===== config.mk =====
export PLATFORM = sky130hd
export DESIGN_NAME = tphase_gate_out
export DESIGN_NICKNAME = d
export VERILOG_FILES = /design/src/rtl/tpg_pkg.sv /design/src/rtl/tpg_shift_stage.sv /design/src/rtl/tpg_interlock.sv /design/src/rtl/tpg_deadtime_arm.sv /design/src/rtl/tphase_gate_out.sv
export SDC_FILE = /design/constraint.sdc
export NUM_CORES = 1
export LEC_CHECK = 0
export BUFFER_PORTS_ARGS = -buffer_cell sky130_fd_sc_hd__buf_2
export CAP_MARGIN = 20
export CORE_ASPECT_RATIO = 1.75
export CORE_MARGIN = 2
export CORE_UTILIZATION = 55
export CTS_BUF_LIST = sky130_fd_sc_hd__clkbuf_4 sky130_fd_sc_hd__clkbuf_8
export CTS_CLUSTER_DIAMETER = 100
export DETAILED_ROUTE_END_ITERATION = 16
export GPL_TIMING_DRIVEN = 0
export PLACE_DENSITY_LB_ADDON = 0.25
export SETUP_SLACK_MARGIN = 0.5
export SYNTH_ARGS = -nofsm -noshare
export SYNTH_HDL_FRONTEND = slang
export SYNTH_HIERARCHICAL = 1
export SYNTH_SLANG_ARGS = --single-unit
export TNS_END_PERCENT = 50

===== constraint.sdc =====
create_clock -name clk -period 2.2 [get_ports clk]
set_clock_uncertainty 0.2 [all_clocks]
set_input_delay 0.33 -clock clk [delete_from_list [all_inputs] [get_ports clk]]
set_output_delay 0.33 -clock clk [all_outputs]
set_load 0.02 [all_outputs]

===== src/rtl/tpg_pkg.sv =====
// Shared constants and types for the three-phase gate output stage.
package tpg_pkg;
    localparam int NPH   = 3;            // phases U, V, W
    localparam int NARM  = 2 * NPH;      // upper+lower per phase
    localparam int RD_W  = 8;            // register read width
    typedef logic [NARM-1:0] arm_vec_t;  // bit 2p = upper, 2p+1 = lower
endpackage


===== src/rtl/tpg_shift_stage.sv =====
// Two level buffers feeding a two-deep output shift stage.
// Assumes: xfer_trig and os_pulse are synchronous to clk; the one-shot
// falling edge is detected against the previous sampled value.
module tpg_shift_stage
    import tpg_pkg::*;
(
    input  logic            clk,
    input  logic            rst_n,
    input  logic            wr_en,
    input  logic            wr_sel,
    input  arm_vec_t        wr_data,
    input  logic            xfer_trig,
    input  logic            os_pulse,
    input  logic            rd_sel,
    output logic [RD_W-1:0] rd_data,
    output arm_vec_t        cur_lvl,
    output arm_vec_t        buf0_lvl
);
    arm_vec_t buf0_q, buf1_q, stage_q, staged_q;
    logic     os_q;
    logic     os_fall;

    // One-shot falling edge: high last cycle, low now.
    assign os_fall = os_q & ~os_pulse;

    // Buffer writes, edge history, and stage advance (transfer has priority).
    always_ff @(posedge clk) begin
        if (!rst_n) begin
            buf0_q   <= '1;
            buf1_q   <= '1;
            stage_q  <= '1;
            staged_q <= '1;
            os_q     <= 1'b0;
        end else begin
            if (wr_en && !wr_sel) buf0_q <= wr_data;
            if (wr_en &&  wr_sel) buf1_q <= wr_data;
            os_q <= os_pulse;
            if (xfer_trig) begin
                stage_q  <= buf0_q;
                staged_q <= buf1_q;
            end else if (os_fall) begin
                stage_q  <= staged_q;
            end
        end
    end

    // Reads return the shift stage, zero-extended.
    always_comb begin
        rd_data = '0;
        rd_data[NARM-1:0] = rd_sel ? staged_q : stage_q;
    end

    assign cur_lvl  = stage_q;
    assign buf0_lvl = buf0_q;
endmodule


===== src/rtl/tpg_interlock.sv =====
// Per-phase shoot-through guard: both arms low -> both forced high.
// Assumes: even bit is upper arm, odd bit is lower arm of the same phase.
module tpg_interlock
    import tpg_pkg::*;
(
    input  arm_vec_t lvl_in,
    output arm_vec_t lvl_out
);
    for (genvar p = 0; p < NPH; p++) begin : g_phase
        logic both_on;
        // Detect a phase whose two arms are both commanded on.
        always_comb begin
            both_on = ~lvl_in[2*p] & ~lvl_in[2*p+1];
            lvl_out[2*p]   = lvl_in[2*p]   | both_on;
            lvl_out[2*p+1] = lvl_in[2*p+1] | both_on;
        end
    end
endmodule


===== src/rtl/tpg_deadtime_arm.sv =====
// One arm's output register with turn-on delay.
// Turn-off is immediate; turn-on waits dt_load+1 ticks when dt_en is set.
// Assumes: dt_load is stable while an arm is waiting.
module tpg_deadtime_arm #(
    parameter int DT_W = 8
) (
    input  logic            clk,
    input  logic            rst_n,
    input  logic            tick,
    input  logic            dt_en,
    input  logic [DT_W-1:0] dt_load,
    input  logic            cmd_n,
    output logic            gate_n
);
    logic [DT_W-1:0] cnt_q;
    logic            out_q;

    // Output level and delay counter; the counter reloads whenever it is not waiting.
    always_ff @(posedge clk) begin
        if (!rst_n) begin
            out_q <= 1'b1;
            cnt_q <= '0;
        end else if (cmd_n) begin
            out_q <= 1'b1;
            cnt_q <= dt_load;
        end else if (out_q) begin
            if (!dt_en) begin
                out_q <= 1'b0;
            end else if (tick) begin
                if (cnt_q == '0) out_q <= 1'b0;
                else             cnt_q <= cnt_q - 1'b1;
            end
        end else begin
            cnt_q <= dt_load;
        end
    end

    assign gate_n = out_q;
endmodule


===== src/rtl/tphase_gate_out.sv =====
// Three-phase gate output stage: buffers, shift stage, interlock and
// per-arm dead time. Assumes all inputs are synchronous to clk.
module tphase_gate_out
    import tpg_pkg::*;
#(
    parameter int DT_W = 8
) (
    input  logic            clk,
    input  logic            rst_n,
    input  logic            wr_en,
    input  logic            wr_sel,
    input  logic [5:0]      wr_data,
    input  logic            rd_sel,
    output logic [7:0]      rd_data,
    input  logic            xfer_trig,
    input  logic            os_pulse,
    input  logic            tick,
    input  logic            dt_en,
    input  logic [DT_W-1:0] dt_load,
    output logic [5:0]      gate_n
);
    arm_vec_t cur_lvl, buf0_lvl, cmd_n;

    tpg_shift_stage u_shift (
        .clk(clk), .rst_n(rst_n), .wr_en(wr_en), .wr_sel(wr_sel),
        .wr_data(wr_data), .xfer_trig(xfer_trig), .os_pulse(os_pulse),
        .rd_sel(rd_sel), .rd_data(rd_data), .cur_lvl(cur_lvl),
        .buf0_lvl(buf0_lvl)
    );

    tpg_interlock u_lock (
        .lvl_in(cur_lvl), .lvl_out(cmd_n)
    );

    for (genvar k = 0; k < NARM; k++) begin : g_arm
        tpg_deadtime_arm #(.DT_W(DT_W)) u_arm (
            .clk(clk), .rst_n(rst_n), .tick(tick), .dt_en(dt_en),
            .dt_load(dt_load), .cmd_n(cmd_n[k]), .gate_n(gate_n[k])
        );
    end
endmodule


* After elaboration in Yosys (flattened, before gate mapping)
Cells that the tools add are included. Widths: inputs -> output; s select.
Storage, ports and cells: flip-flop bits (word level) 79, output and inout bits 14
Cells by class: add/sub/neg operators 6, eq/ne operators 18, mux-type cells 57, bitwise gates (word level) 18, reduce and logical (&&, ||, !) cells 22
Operator list (count):
- $mux 8 | 30
- $ne 3x2->1 const B | 18
- $logic_not 8->1 | 6
- $sub 8x1->8 const B | 6
- $mux 1 | 24
- $mux 6 | 3
- $reduce_and 3->1 | 6
- $reduce_or 2->1 | 6
- $not 1->1 | 8
- $or 1x1->1 | 6
- $and 1x1->1 | 4
- $logic_and 1x1->1 | 2
- $reduce_bool 2->1 | 1
- $logic_not 1->1 | 1

* Logic depth before layout (Yosys ltp)
word-level depth 6, gate-level depth with buffers 6

* Cells and area by module
The synthesis kept the hierarchy.
Modules (own cells, without submodules):
- tpg_deadtime_arm | times used 6, cells each 64, area an instance 540.5 um^2, sequential area each 180.2 um^2
- tpg_shift_stage | times used 1, cells each 118, area an instance 1187.4 um^2, sequential area each 500.5 um^2
- tpg_interlock | times used 1, cells each 6, area an instance 37.5 um^2, sequential area each 0.0 um^2

* Least setup slack after synthesis
Ideal clock, no wire load.
kind register -> register, start register g_arm[0].u_arm.cnt_q[0], end register g_arm[0].u_arm.cnt_q[6], library setup time 0.074 ns, arrival 1.370 ns, path slack 0.556 ns, stages on the path, launching flop included 6, period minus slack after synthesis 1.644 ns, cell sequence dfxtp_1 inv_1 ha_1 and2b_1 or4_1 a31oi_1
On the way: cells in the longest elaborated chain, start to end 6, elaborated cells between the ends (all ways) 9, classes of those cells add/sub: 1; eq/ne: 1; mux: 5; reduce/logical: 2
Ends and longest elaborated chain:
- start, declared | line tpg_deadtime_arm.sv:15 | logic [DT_W-1:0] cnt_q;
- start signal, assigned | line tpg_deadtime_arm.sv:25 | cnt_q <= dt_load;
- start signal, assigned | line tpg_deadtime_arm.sv:31 | else cnt_q <= cnt_q - 1'b1;
- start signal, assigned | line tpg_deadtime_arm.sv:34 | cnt_q <= dt_load;
- $sub 8x1->8 | line tpg_deadtime_arm.sv:31
- $mux 8 | line tpg_deadtime_arm.sv:30 | if (cnt_q == '0) out_q <= 1'b0;
- $mux 8 | line tpg_deadtime_arm.sv:29 | end else if (tick) begin
- $mux 8 | line tpg_deadtime_arm.sv:27 | if (!dt_en) begin
- $mux 8 | line tpg_deadtime_arm.sv:26 | end else if (out_q) begin
- $mux 8 | line tpg_deadtime_arm.sv:23 | end else if (cmd_n) begin
Several ways; a longest one is shown, not always the timed one. The select of a mux whose other input is x is not followed. A chain may end at the register's enable or synchronous reset.

* Final worst setup path
start input tick, end register g_arm[2].u_arm.cnt_q[6]
On the way: cells in the longest elaborated chain, start to end 2
Ends and longest elaborated chain:
- start, declared | line tphase_gate_out.sv:17 | input logic tick,
- $ne 3x2->1 (no line)
- $reduce_and 3->1 (no line)
- end signal, assigned | line tpg_deadtime_arm.sv:25
- end signal, assigned | line tpg_deadtime_arm.sv:31
- end signal, assigned | line tpg_deadtime_arm.sv:34
- end, declared | line tpg_deadtime_arm.sv:15
Every way passes these cells.

==> run_results.csv <==
group,metric,value,unit
global_route,grt-ovfl-total,0,
finish,num_antenna_cells,0,
critical_path,critical_path.slowest_cell,"buf_2",
critical_path,critical_path_class,"primary input to register",
clocking,clkSlewWorstSetupHoldPaths,0.08,ns
floorplan,die_area,8890,sq um
critical_path,required,2.29,ns
sta,final.setup.tns,0,ns
sta,timing.max_slew.rel_slack,59.5,%
critical_path,number_of_buffers_and_inverters_on_the_critical_path,1,
sta,ratio_of_final_minimum_period_to_clock_period,76.8,%
sta,finalHoldViolations,0,
job,timing.max_cap.violations,0,
critical_path,reg2reg_setup_slack,0.51,ns
power_and_ir_drop,report.power.total,3.78,mW
synth,share_of_async_settable_or_async_resettable_flops_after_synthesis,0,%
routing,drt-total-wl,12000,um
worst_hold_path,worst_hold_path_type,"primary input to register",
finish,post_layout_nonfiller_instances,674,
floorplan,design.core.area,7910,sq um
routing,detailedRoute.firstPassIterationCount,5,
worst_hold_path,min_delay_startpoint,"wr_data[4]",
finish,fillCellCount,617,
critical_path,critical_path_arrival,1.78,ns
worst_hold_path,holdPathEnd,"u_shift/buf0_lvl[4]",
global_route,grt_pass1_wl,18700,um
synth,postSynth.topFlopCell,"dfxtp_1",
synth,synthesis.area_per_instance,8.80,sq um
floorplan,dieWidth,72.1,um
routing,routed_via_density,6.35,
placement,place.port_buffers,31,
sta,fin_crit,1.69,ns
outcome,status,"finished, final reports clean",
critical_path,rr_endpoint,"g_arm[4].u_arm/cnt_q[6]",
synth,synth_edf_count,0,
critical_path,worstPathCellList,"buf_2 > and3_4 > nand2_2 > or4_1 > a31oi_1",
clocking,clock_insertion_delay_worst_skew,0.37,ns
critical_path,crit-reg2reg-launch,"g_arm[4].u_arm/cnt_q[0]",
synth,synth_seq_cells,79,
worst_hold_path,worst_hold_path_cell_count,3,
critical_path,path_delay_family,"simple AND/OR/NAND/NOR gates",
floorplan,fp.dieH,123,um
clocking,number_of_buffers_on_the_longest_clock_path,2,
synth,synth_warnings,6,
global_route,first_global_vias,4017,
synth,synthDominantAreaCellType,"dfxtp_1",
critical_path,r2r.worst_path.cells,6,
finish,finalCoreUtilization,69.0,%
synth,synth.yosys.seq_area_share,35.4,%
finish,fin_nets,614,
clocking,htreeDepth,3,
routing,num_vias,4277,
critical_path,critical_path_peak_fanout,30,
finish,flow.area_growth_from_synthesis,22.2,%
synth,synthDistinctLibCells,45,
global_route,globalRouteTotalUtil,27.2,%
placement,numPlacedInstances,630,
floorplan,floorplan.initialDensity,56.5,%
placement,post-dp-hpwl,8100,um
clocking,clock-root-buffer,"clkbuf_8",
routing,drtIter0Drc,336,
power_and_ir_drop,power.ir.vdd_worst,0.484,mV
clocking,post_cts_hold_buffer_count,0,
synth,netlist_instances,508,
floorplan,ioPinCount,37,
clocking,cts_made_buffers,9,
sta,fmaxAchievable,592,MHz
finish,share_of_final_layout_standard_cells_stronger_than_drive_strength_1,32.4,%
global_route,grt_start_max_net_pins,31,
routing,drt_drc_violations_left,0,
synth,area_fraction_of_the_dominant_cell_type_after_synthesis,35.4,%
routing,average_wire_per_cell_in_the_routed_design,17.9,um
critical_path,setup.worst_path.end_class,"register",
synth,synth_top_cells_by_area,"dfxtp_1 35%, o21ai_0 4.6%, nand2_1 4.5%",
sta,tightestPinTransition,0.607,ns
sta,final-max-slew-violation-count,0,
floorplan,placementRows,43,
sta,setup_viol,0,
synth,synth.cell_area,4470,sq um
critical_path,worst-path-stages,5,
clocking,cts.sink_count,79,
clocking,tritoncts,"built",
power_and_ir_drop,pwr_density_cell,692,nW/um^2
placement,gp_routability_congestion,0.926,
global_route,antenna_found_initial,0,
critical_path,critical_path.max_stage_delay,0.48,ns
routing,drtAntennaViolNets,0,
sta,rsz0062_at_grt,"yes",
power_and_ir_drop,leakagePower,2.16,nW
critical_path,setup.worst_path.start_class,"primary input",
## synthesized netlist by cell type (all sizes together) (7+ instances only)
master,number
o21ai,42
ha,12
clkbuf,12
buf,11
nand2b,12
nand3,12
nor2,24
inv,24
dfxtp,79
and2b,7
nand2,60
o22ai,18
nor2b,7
mux2i,18
a31oi,18
a21oi,36
## where the power goes
part           total (mW)  switching, mW  internal (mW)
logic               0.857          0.455          0.403
registers            1.67          0.132           1.54
clock network        1.25          0.527          0.725
total                3.78           1.11           2.67
## state kept, by name, summed over array words and instances, names as in the netlist
signal              count
g_arm.u_arm/gate_n      6
u_shift/buf0_lvl        6
u_shift/buf1_q          6
g_arm.u_arm/cnt_q      48
u_shift/cur_lvl         6
u_shift/os_q            1
u_shift/staged_q        6
## what timing repair did
item / CTS / global route
setup buffers: 16 / 12
gates resized for setup: 43 / 46
endpoints found under the setup margin: 48 / 50
pin swaps: 11 / 23
## tightest hold or removal path, stage by stage
cell,delay [ns]
buf_2,0.08
nand3b_1,0.07
o211ai_1,0.08
## metal layers
layer	vias up	global-route usage [%]	part of all wire [%]
met5	-	0	0
met4	0	15.1	4.6
met3	39	3.59	5.3
met2	167	50.3	54
met1	2056	28.9	36
li1	2015	-	-
## how the worst max path moves through the flow
| stage | startpoint | end |
|---|---|---|
| floorplan | g_arm[0].u_arm/cnt_q[0] | g_arm[0].u_arm/cnt_q[6] |
| global placement | dt_en | g_arm[3].u_arm/cnt_q[6] |
| detailed placement | dt_en | g_arm[3].u_arm/cnt_q[6] |
| CTS | u_shift/cur_lvl[0] | g_arm[1].u_arm/cnt_q[5] |
| global route | g_arm[4].u_arm/cnt_q[1] | g_arm[4].u_arm/cnt_q[6] |
| finish | tick | g_arm[2].u_arm/cnt_q[6] |
## cell type report
type	instances	area, sq um	share of cell area, %
Timing Repair Buffer	59	368	6.74
Sequential cell	79	1600	29.3
Tap cell	90	113	2.06
Inverter	24	110	2.02
Buffer	23	143	2.61
Multi-Input combinational cell	383	2890	53.0
Clock buffer	13	166	3.05
Clock inverter	3	65.1	1.19
## per-stage QoR
| stage | hold slack (ns) | worst slack, ns | area, sq um |
|---|---|---|---|
| final | 0.0325 | 0.510 | 5460 |
| after global routing | 0.0472 | 0.440 | 5460 |
| after CTS | 0.0356 | 0.424 | 5180 |
| after detailed placement | 0.265 | 0.179 | 4740 |
| after global placement | 0.260 | 0.228 | 4740 |
| after floorplan | 0.211 | 0.556 | 4470 |
## layout by cell type, fill, tap and decap left out, types with 6 or more instances in the layout
master / Yosys / final
buf_4: 3 / 31
and4bb_2: 6 / 6
buf_2: 5 / 35
inv_4: 0 / 8
ha_4: 0 / 9
o211ai_1: 6 / 6
and3_4: 0 / 6
clkbuf_1: 12 / 6
o21a_1: 6 / 6
nand2_2: 6 / 6
nor2_1: 24 / 24
a21oi_1: 36 / 30
o22ai_1: 18 / 18
mux2_2: 6 / 6
and2b_1: 6 / 6
nand3b_1: 6 / 6
inv_1: 24 / 12
nor3_4: 6 / 6
nand2b_1: 7 / 7
xnor2_1: 6 / 6
mux2i_1: 18 / 18
clkbuf_2: 0 / 6
xor2_1: 6 / 6
o41ai_1: 6 / 6
nor4b_4: 6 / 6
a311o_1: 6 / 6
a31oi_1: 18 / 17
clkbuf_8: 0 / 11
dfxtp_2: 0 / 10
nand2_1: 54 / 54
nand4_1: 6 / 6
dfxtp_1: 79 / 67
o21ai_0: 41 / 41
and3b_1: 6 / 6
nand4bb_1: 6 / 6
o2111ai_1: 6 / 6
nand4b_1: 6 / 6
nor2b_2: 1 / 7
nand3_1: 12 / 12
## cells by family after synthesis
kind of cell	Yosys count	synth area share [%]
AND/OR/NAND/NOR	183	27.7
AO/OA/AOI/OAI	150	20.5
flip-flops	79	35.4
buffers and inverters	47	5.04
multiplexers	24	5.54
adder cells (fa/ha/maj)	12	3.36
XOR/XNOR	12	2.35
other	1	0.0839
Note: power is estimated with default switching activity, not from simulation.
